<file path="config.mk">
export PLATFORM = sky130hd
export DESIGN_NAME = sop_plane
export DESIGN_NICKNAME = d
export VERILOG_FILES = /design/src/rtl/sop_plane_pkg.sv /design/src/rtl/sop_plane_colbuf.sv /design/src/rtl/sop_plane_store.sv /design/src/rtl/sop_plane_term.sv /design/src/rtl/sop_plane_or.sv /design/src/rtl/sop_plane.sv
export SDC_FILE = /design/constraint.sdc
export NUM_CORES = 2
export LEC_CHECK = 0
export BUFFER_PORTS_ARGS = -buffer_cell sky130_fd_sc_hd__buf_2
export CAP_MARGIN = 20
export CORE_MARGIN = 2
export CORE_UTILIZATION = 40
export CTS_BUF_LIST = sky130_fd_sc_hd__clkbuf_4 sky130_fd_sc_hd__clkbuf_8
export CTS_CLUSTER_SIZE = 12
export DETAILED_ROUTE_END_ITERATION = 12
export GPL_ROUTABILITY_DRIVEN = 1
export PLACE_DENSITY_LB_ADDON = 0.25
export SLEW_MARGIN = 20
export SYNTH_ARGS = -nofsm -noshare
export SYNTH_HDL_FRONTEND = slang
export SYNTH_SLANG_ARGS = --single-unit
</file>
<file path="constraint.sdc">
create_clock -name clk -period 3.7 [get_ports clk]
set_input_delay 0.925 -clock clk [delete_from_list [all_inputs] [get_ports clk]]
set_output_delay 0.925 -clock clk [all_outputs]
set_load 0.01 [all_outputs]
</file>
<file path="src/rtl/sop_plane_pkg.sv">
package sop_plane_pkg;
  localparam int NUM_SIG   = 16;
  localparam int NUM_COL   = 2 * NUM_SIG;
  localparam int NUM_TERM  = 64;
  localparam int NUM_OUT   = 8;
  localparam int TERM_PER  = NUM_TERM / NUM_OUT;
  localparam int ROW_AW    = $clog2(NUM_TERM);
endpackage

</file>
<file path="src/rtl/sop_plane_colbuf.sv">
module sop_plane_colbuf #(
  parameter int NSIG = 16,
  localparam int NDED = NSIG / 2,
  localparam int NCOL = 2 * NSIG
) (
  input  logic [NDED-1:0] ded_in,
  input  logic [NDED-1:0] fb_in,
  input  logic            pin_clk_in,
  input  logic            pin_oe_in,
  input  logic            comb_mode,
  output logic [NCOL-1:0] cols
);
  logic [NSIG-1:0] sig;

  always_comb begin
    sig = {fb_in, ded_in};
    if (comb_mode) begin
      sig[NSIG-1] = pin_clk_in;
      sig[NDED]   = pin_oe_in;
    end
  end

  for (genvar j = 0; j < NSIG; j++) begin : g_pair
    assign cols[2*j]   = sig[j];
    assign cols[2*j+1] = ~sig[j];
  end
endmodule

</file>
<file path="src/rtl/sop_plane_store.sv">
module sop_plane_store #(
  parameter int NROW = 64,
  parameter int NCOL = 32,
  localparam int AW = $clog2(NROW)
) (
  input  logic                      clk,
  input  logic                      rst_n,
  input  logic                      prog_en,
  input  logic                      cfg_valid,
  input  logic [AW-1:0]             cfg_row,
  input  logic [NCOL-1:0]           cfg_bits,
  output logic [NROW-1:0][NCOL-1:0] rows
);
  logic wr_go;
  assign wr_go = cfg_valid && prog_en;

  always_ff @(posedge clk or negedge rst_n) begin
    if (!rst_n) begin
      rows <= '1;
    end else if (wr_go) begin
      rows[cfg_row] <= cfg_bits;
    end
  end

  assert_write_lands_R7: assert property (@(posedge clk) disable iff (!rst_n)
    wr_go |=> (rows[$past(cfg_row)] == $past(cfg_bits)));

  assert_locked_R8: assert property (@(posedge clk) disable iff (!rst_n)
    (cfg_valid && !prog_en) |=> $stable(rows));
endmodule

</file>
<file path="src/rtl/sop_plane_term.sv">
module sop_plane_term #(
  parameter int NCOL = 32,
  localparam int NSIG = NCOL / 2
) (
  input  logic            clk,
  input  logic            rst_n,
  input  logic [NCOL-1:0] cols,
  input  logic [NCOL-1:0] conn,
  output logic            term
);
  assign term = &(cols | ~conn);

  logic clash;
  always_comb begin
    clash = 1'b0;
    for (int j = 0; j < NSIG; j++) begin
      if (conn[2*j] && conn[2*j+1]) clash = 1'b1;
    end
  end

  assert_empty_high_R3: assert property (@(posedge clk) disable iff (!rst_n)
    (conn == '0) |-> term);

  assert_clash_low_R4: assert property (@(posedge clk) disable iff (!rst_n)
    clash |-> !term);
endmodule

</file>
<file path="src/rtl/sop_plane_or.sv">
module sop_plane_or #(
  parameter int NTERM = 64,
  parameter int NOUT  = 8,
  localparam int PER  = NTERM / NOUT
) (
  input  logic [NTERM-1:0] terms,
  output logic [NOUT-1:0]  sums
);
  for (genvar k = 0; k < NOUT; k++) begin : g_grp
    assign sums[k] = |terms[k*PER +: PER];
  end
endmodule

</file>
<file path="src/rtl/sop_plane.sv">
module sop_plane
  import sop_plane_pkg::*;
(
  input  logic                clk,
  input  logic                rst_n,
  input  logic                prog_en,
  input  logic                cfg_valid,
  output logic                cfg_ready,
  input  logic [ROW_AW-1:0]   cfg_row,
  input  logic [NUM_COL-1:0]  cfg_bits,
  input  logic [NUM_SIG/2-1:0] ded_in,
  input  logic [NUM_SIG/2-1:0] fb_in,
  input  logic                pin_clk_in,
  input  logic                pin_oe_in,
  input  logic                comb_mode,
  output logic [NUM_TERM-1:0] term_out,
  output logic [NUM_OUT-1:0]  sum_out
);
  logic [NUM_COL-1:0]                cols;
  logic [NUM_TERM-1:0][NUM_COL-1:0]  rows;

  assign cfg_ready = 1'b1;

  sop_plane_colbuf #(.NSIG(NUM_SIG)) u_colbuf (
    .ded_in(ded_in), .fb_in(fb_in), .pin_clk_in(pin_clk_in),
    .pin_oe_in(pin_oe_in), .comb_mode(comb_mode), .cols(cols));

  sop_plane_store #(.NROW(NUM_TERM), .NCOL(NUM_COL)) u_store (
    .clk(clk), .rst_n(rst_n), .prog_en(prog_en), .cfg_valid(cfg_valid),
    .cfg_row(cfg_row), .cfg_bits(cfg_bits), .rows(rows));

  for (genvar t = 0; t < NUM_TERM; t++) begin : g_term
    sop_plane_term #(.NCOL(NUM_COL)) u_term (
      .clk(clk), .rst_n(rst_n), .cols(cols), .conn(rows[t]),
      .term(term_out[t]));
  end

  sop_plane_or #(.NTERM(NUM_TERM), .NOUT(NUM_OUT)) u_or (
    .terms(term_out), .sums(sum_out));
endmodule

</file>
* Word level (Yosys, flattened, before mapping)
Cells that the tools add are included.
** Storage, ports and cells
- Flip-flop bits (word level) :: 2048
- Input port bits :: 61
- Output and inout bits :: 73
- Word-level logic and storage cells :: 289
** Operators by class
- Magnitude comparators :: 2
- Multiplexer cells :: 5
- Bitwise gates (word level) :: 144
- Reductions and logical operators :: 74
** Operators by type and width (count)
- bitwise mux 2048 bit :: 1
- inverter 32 bit :: 64
- bitwise OR 32 bit :: 64
- AND reduction 32 bit :: 64
- demux 32 bit (select 6 bit) :: 1
- OR reduction 8 bit :: 8
- 2-to-1 mux 32 bit :: 1
- inverter 1 bit :: 16
- < comparator 6 x 7 -> 1 bit (second input constant) :: 1
- greater-or-equal comparator 6 x 1 -> 1 bit (second input constant) :: 1
- logical AND 1 bit :: 2
- 2-to-1 mux 1 bit :: 2

* Depth between registers and ports, before layout
- Depth in word-level cells :: 5
- Mapped depth :: 9
- Gate-level depth less buffers :: 6

* By module
From an unflattened synthesis, not the netlist that was laid out.
** Unflattened totals
- Cells, all modules :: 8080
- Area total of the unflattened synthesis :: 97332.1 um^2
** By module, submodules not included
- sop_plane_store :: times used 1, cells an instance 4630, area each 80734.9 um^2, seq. area each 53811.6 um^2
- sop_plane_term :: times used 64, cells an instance 53, area each 254.0 um^2, seq. area each 0.0 um^2
- sop_plane_colbuf :: times used 1, cells an instance 32, area each 200.2 um^2, seq. area each 0.0 um^2
- sop_plane_or :: times used 1, cells an instance 24, area each 130.1 um^2, seq. area each 0.0 um^2
- sop_plane :: times used 1, cells an instance 2, area each 11.3 um^2, seq. area each 0.0 um^2

* Least setup slack after synthesis
OpenSTA, ideal clock, no wires.
- Path type :: input-to-output
- From :: in fb_in[4]
- To :: out sum_out[0]
- Data arrival time :: 2.321 ns
- Required time :: 2.775 ns
- Setup slack :: 0.454 ns
- Stages on the path :: 8
- Buffers on the path :: 3
- Path through :: buf_4 buf_2 buf_2 mux2i_1 nand3_1 nor4_1 nor4_1 nand2_1
** Between the ends
- Word-level cells in the longest chain between the ends :: 4
- Elaborated cells between the ends (all ways) :: 18
- Classes of those cells :: bitwise: 9; reduce/logical: 9
** Ends and longest elaborated chain
- from (decl) :: line sop_plane.sv:12 : input logic [NUM_SIG/2-1:0] fb_in,
- inverter 1 bit :: line sop_plane_colbuf.sv:25 : assign cols[2*j+1] = ~sig[j];
- bitwise OR 32 bit (*) :: line sop_plane_term.sv:11 : assign term = &(cols | ~conn);
- AND reduction 32 bit (*) :: line sop_plane_term.sv:11
- named net g_term[1].u_term.term :: line sop_plane_term.sv:9 : output logic term
- OR reduction 8 bit (*) :: line sop_plane_or.sv:10 : assign sums[k] = |terms[k*PER +: PER];
- to (decl) :: line sop_plane.sv:17 : output logic [NUM_OUT-1:0] sum_out
The timed path passes the listed nets; every way through them passes the cells marked *.

* Final worst setup path
- From :: in ded_in[2]
- To :: out sum_out[2]
** Between the ends
- Word-level cells in the longest chain between the ends :: 4
- Elaborated cells between the ends (all ways) :: 18
- Classes of those cells :: bitwise: 9; reduce/logical: 9
** Ends and longest elaborated chain
- from (decl) :: line sop_plane.sv:11 : input logic [NUM_SIG/2-1:0] ded_in,
- inverter 1 bit :: line sop_plane_colbuf.sv:25
- bitwise OR 32 bit :: line sop_plane_term.sv:11
- AND reduction 32 bit :: line sop_plane_term.sv:11
- OR reduction 8 bit (*) :: line sop_plane_or.sv:10
Every way passes the cells marked *; elsewhere a longest branch is shown, timed or not.

==> impl_metrics.csv <==
group,metric,value,unit
global_route,track_usage,24.1,%
die,num_rows,176,
synthesis,synth.area.mux_share,34.5,%
die,coreArea,231000,µm²
cells_and_area,layout_commonest_cell,"dfstp_2",
power,ir_worst_vdd,0.419,mV
synthesis,avgSynthCellArea,14.6,µm²
die,die_h,486,µm
power,powerDensity,522,nW/µm²
route,routed_via_density,5.47,
cts,cts_buffers,360,
synthesis,yosysWarnings,0,
cts,cts_sinks,2048,
cells_and_area,fin_nets,6945,
global_route,grt_max_degree,134,
synthesis,ys.flop_type,"dfstp_2",
cells_and_area,largest_reg_flops,2048,
die,die_w,486,µm
cells_and_area,reg.largest.list,"u_store.rows: 2048 flops",
worst_setup_path,rr_startpoint,"u_store.rows[843]$_DFFE_PN1P_",
worst_setup_path,crit_fanout,5,
cells_and_area,final_area,111000,µm²
cells_and_area,final_cell_mix,"2048 x dfstp_2, 2029 x mux2_2, 883 x mux2i_1",
synthesis,syn_inst,6371,
place,place_area,100000,µm²
timing,worst_slack,-0.151,ns
power,p_total,58.2,mW
global_route,use_met2,40.8,%
cts,cts_tree,"yes",
timing,fmax,260,MHz
worst_setup_path,critPathKind,"in -> out",
synthesis,synth_seq_area_share,57.9,%
global_route,grt_pass1_vias,59400,
cts,h-tree-depth,5,
synthesis,synth_fa_ha_area_share,0,%
timing,rsz0062_at_grt,"yes",
cells_and_area,regMostFlops,"u_store.rows",
run_status,violations,"setup timing",
worst_setup_path,startpoint,"ded_in[2]",
route,drc_errors,0,
global_route,gr-total-overflow,0,
synthesis,synthArstFlopShare,100,%
synthesis,synth_compound_area_share,0,%
route,routed_wl,287,mm
worst_setup_path,worst_path_largest_cell_delay,0.40,ns
min_path,hp-class,"in -> async",
timing,drv_slew,0,
synthesis,synth_nets,6432,
route,drt_iter0_drc,3312,
route,ant_nets,0,
synthesis,ys_ff_latch,2048,
timing,relSlewSlack,24.4,%
job,cap_violations,0,
synthesis,yosysUniqueCellTypes,34,
route,first_pass_iters,5,
worst_setup_path,crit_arrival,2.93,ns
cts,clock_latency,1.03,ns
cells_and_area,final.fill_count,19700,
worst_setup_path,path_cells,"buf_16 -> buf_16 -> buf_12 -> buf_12 -> buf_6 -> mux2i_1 -> and4_1 -> nand3_2 -> nor4_4 -> buf_4 -> nor4_4 -> nand2_4 -> buf_6",
synthesis,synth-simple-area-share,4.38,%
die,die-area,236000,µm²
synthesis,synth_top_family_by_area,"multiplexers",
power,power_leakage,47.6,nW
global_route,top_usage_layer,"met2",
place,routabilityCongestion,0.826,
place,post-dp-hpwl,179,mm
timing,tightest_slew,1.13,ns
global_route,grtUsageMet3,3.48,%
place,io_buffers,132,
cells_and_area,drive_gt1_share,79.8,%
global_route,antenna_found_initial,21,
place,dp_cells,9446,
timing,setup_violations,32,
synthesis,synth_edf_count,0,
die,initial_core_util,40.3,%
global_route,use_met1,31.4,%
cts,cts_hold_buf,0,
timing,hold_viol,0,
cts,clockBufferDepth,4,
route,num_vias,55600,
timing,min_period_over_period,104,%
cts,path_clk_slew,0.06,ns
synthesis,synth-xor-area-share,0,%
worst_setup_path,required,2.77,ns
cells_and_area,fin_cells,10200,
timing,fin_crit,3.85,ns
timing,skew,0,ns
synthesis,syn-cell-area,93000,µm²
worst_setup_path,slowest_stage,"nor4_4",
global_route,grt_pass1_wl,418,mm
cts,cts_root_buf,"clkbuf_8",
run_status,outcome,"finished with violations",
worst_setup_path,start_kind,"primary input",
worst_setup_path,end_kind,"primary output",
cells_and_area,syn_to_final_growth,19.8,%
die,ioPinCount,134,
route,wl_per_cell,28.2,µm
[cell type report]
class | count | area [µm²] | area share, %
Sequential cell | 2048 | 53800 | 48.3
Clock inverter | 35 | 243 | 0.218
Tap cell | 3026 | 3790 | 3.40
Clock buffer | 583 | 7270 | 6.52
Multi-Input combinational cell | 3708 | 37800 | 33.9
Antenna cell | 8 | 20.0 | 0.0180
Timing Repair Buffer | 766 | 8460 | 7.60
[kinds of logic after synthesis]
group         count (synthesis)
mux                        2948
flops                      2048
simple gates                759
other cells                   1
buf+inv                     615
[Yosys cell counts (19+ instances only)]
master    count  area [µm²]
and4_1       64         561
nor2_1       47         176
buf_1        60         225
buf_4        86         646
mux2_2     2030       22900
buf_2       249        1250
nor4_1       73         457
mux2_1       19         214
nand4_1     194        1210
clkbuf_1    212         796
nand2_1     285        1070
mux2i_1     896        8970
dfstp_2    2048       53800
nand3_1      67         335
[worst paths after layout]
check                           depth (start not counted)                        endpoint  slack [ns]
max in group asynchronous                               3   u_store.rows[323]$_DFFE_PN1P_        2.63
worst max-delay path                                   13                      sum_out[2]       -0.15
worst min-delay path                                    1   u_store.rows[783]$_DFFE_PN1P_        0.20
worst max register to register                          1   u_store.rows[843]$_DFFE_PN1P_        2.83
worst min register to register                          1  u_store.rows[1059]$_DFFE_PN1P_        0.61
min in group clk                                        2  u_store.rows[1059]$_DFFE_PN1P_        0.37
[worst max-delay path, delay by kind of cell]
kind	cells	cell delay [ns]
simple gates	5	0.88
mux	1	0.11
buf+inv	7	0.96
[layer usage]
layer	vias to the layer above	part of all wire, %
met4	6	3.7
met2	1225	49
met5	-	0.012
met3	447	4.3
met1	30100	43
li1	23800	-
[report_power, final]
group / total, mW / internal [mW] / switching (mW)
Combinational: 9.88 / 4.57 / 5.31
Clock: 21.7 / 12.5 / 9.27
Sequential: 26.6 / 25.6 / 0.926
Total: 58.2 / 42.7 / 15.5
[through the flow]
stage          utilization, %  setup WS (ns)  hold slack [ns]  setup TNS, ns
6_report                 48.3         -0.151            0.198          -1.86
5_1_grt                  48.3         -0.197            0.180          -3.99
4_1_cts                  48.1         -0.303            0.127          -2.89
3_5_place_dp             43.5         -0.793            0.609         -19.36
3_3_place_gp             43.5          -1.73            0.605         -21.96
2_1_floorplan               -          0.454            0.602              0
[what timing repair did]
item / in CTS / in global routing
cloned: 6 / 1
endpoints found under the setup margin: 72 / 65
resized for setup: 384 / 135
pin swaps: 118 / 122
setup buffers: 108 / 33
(Power assumes the default switching activity.)
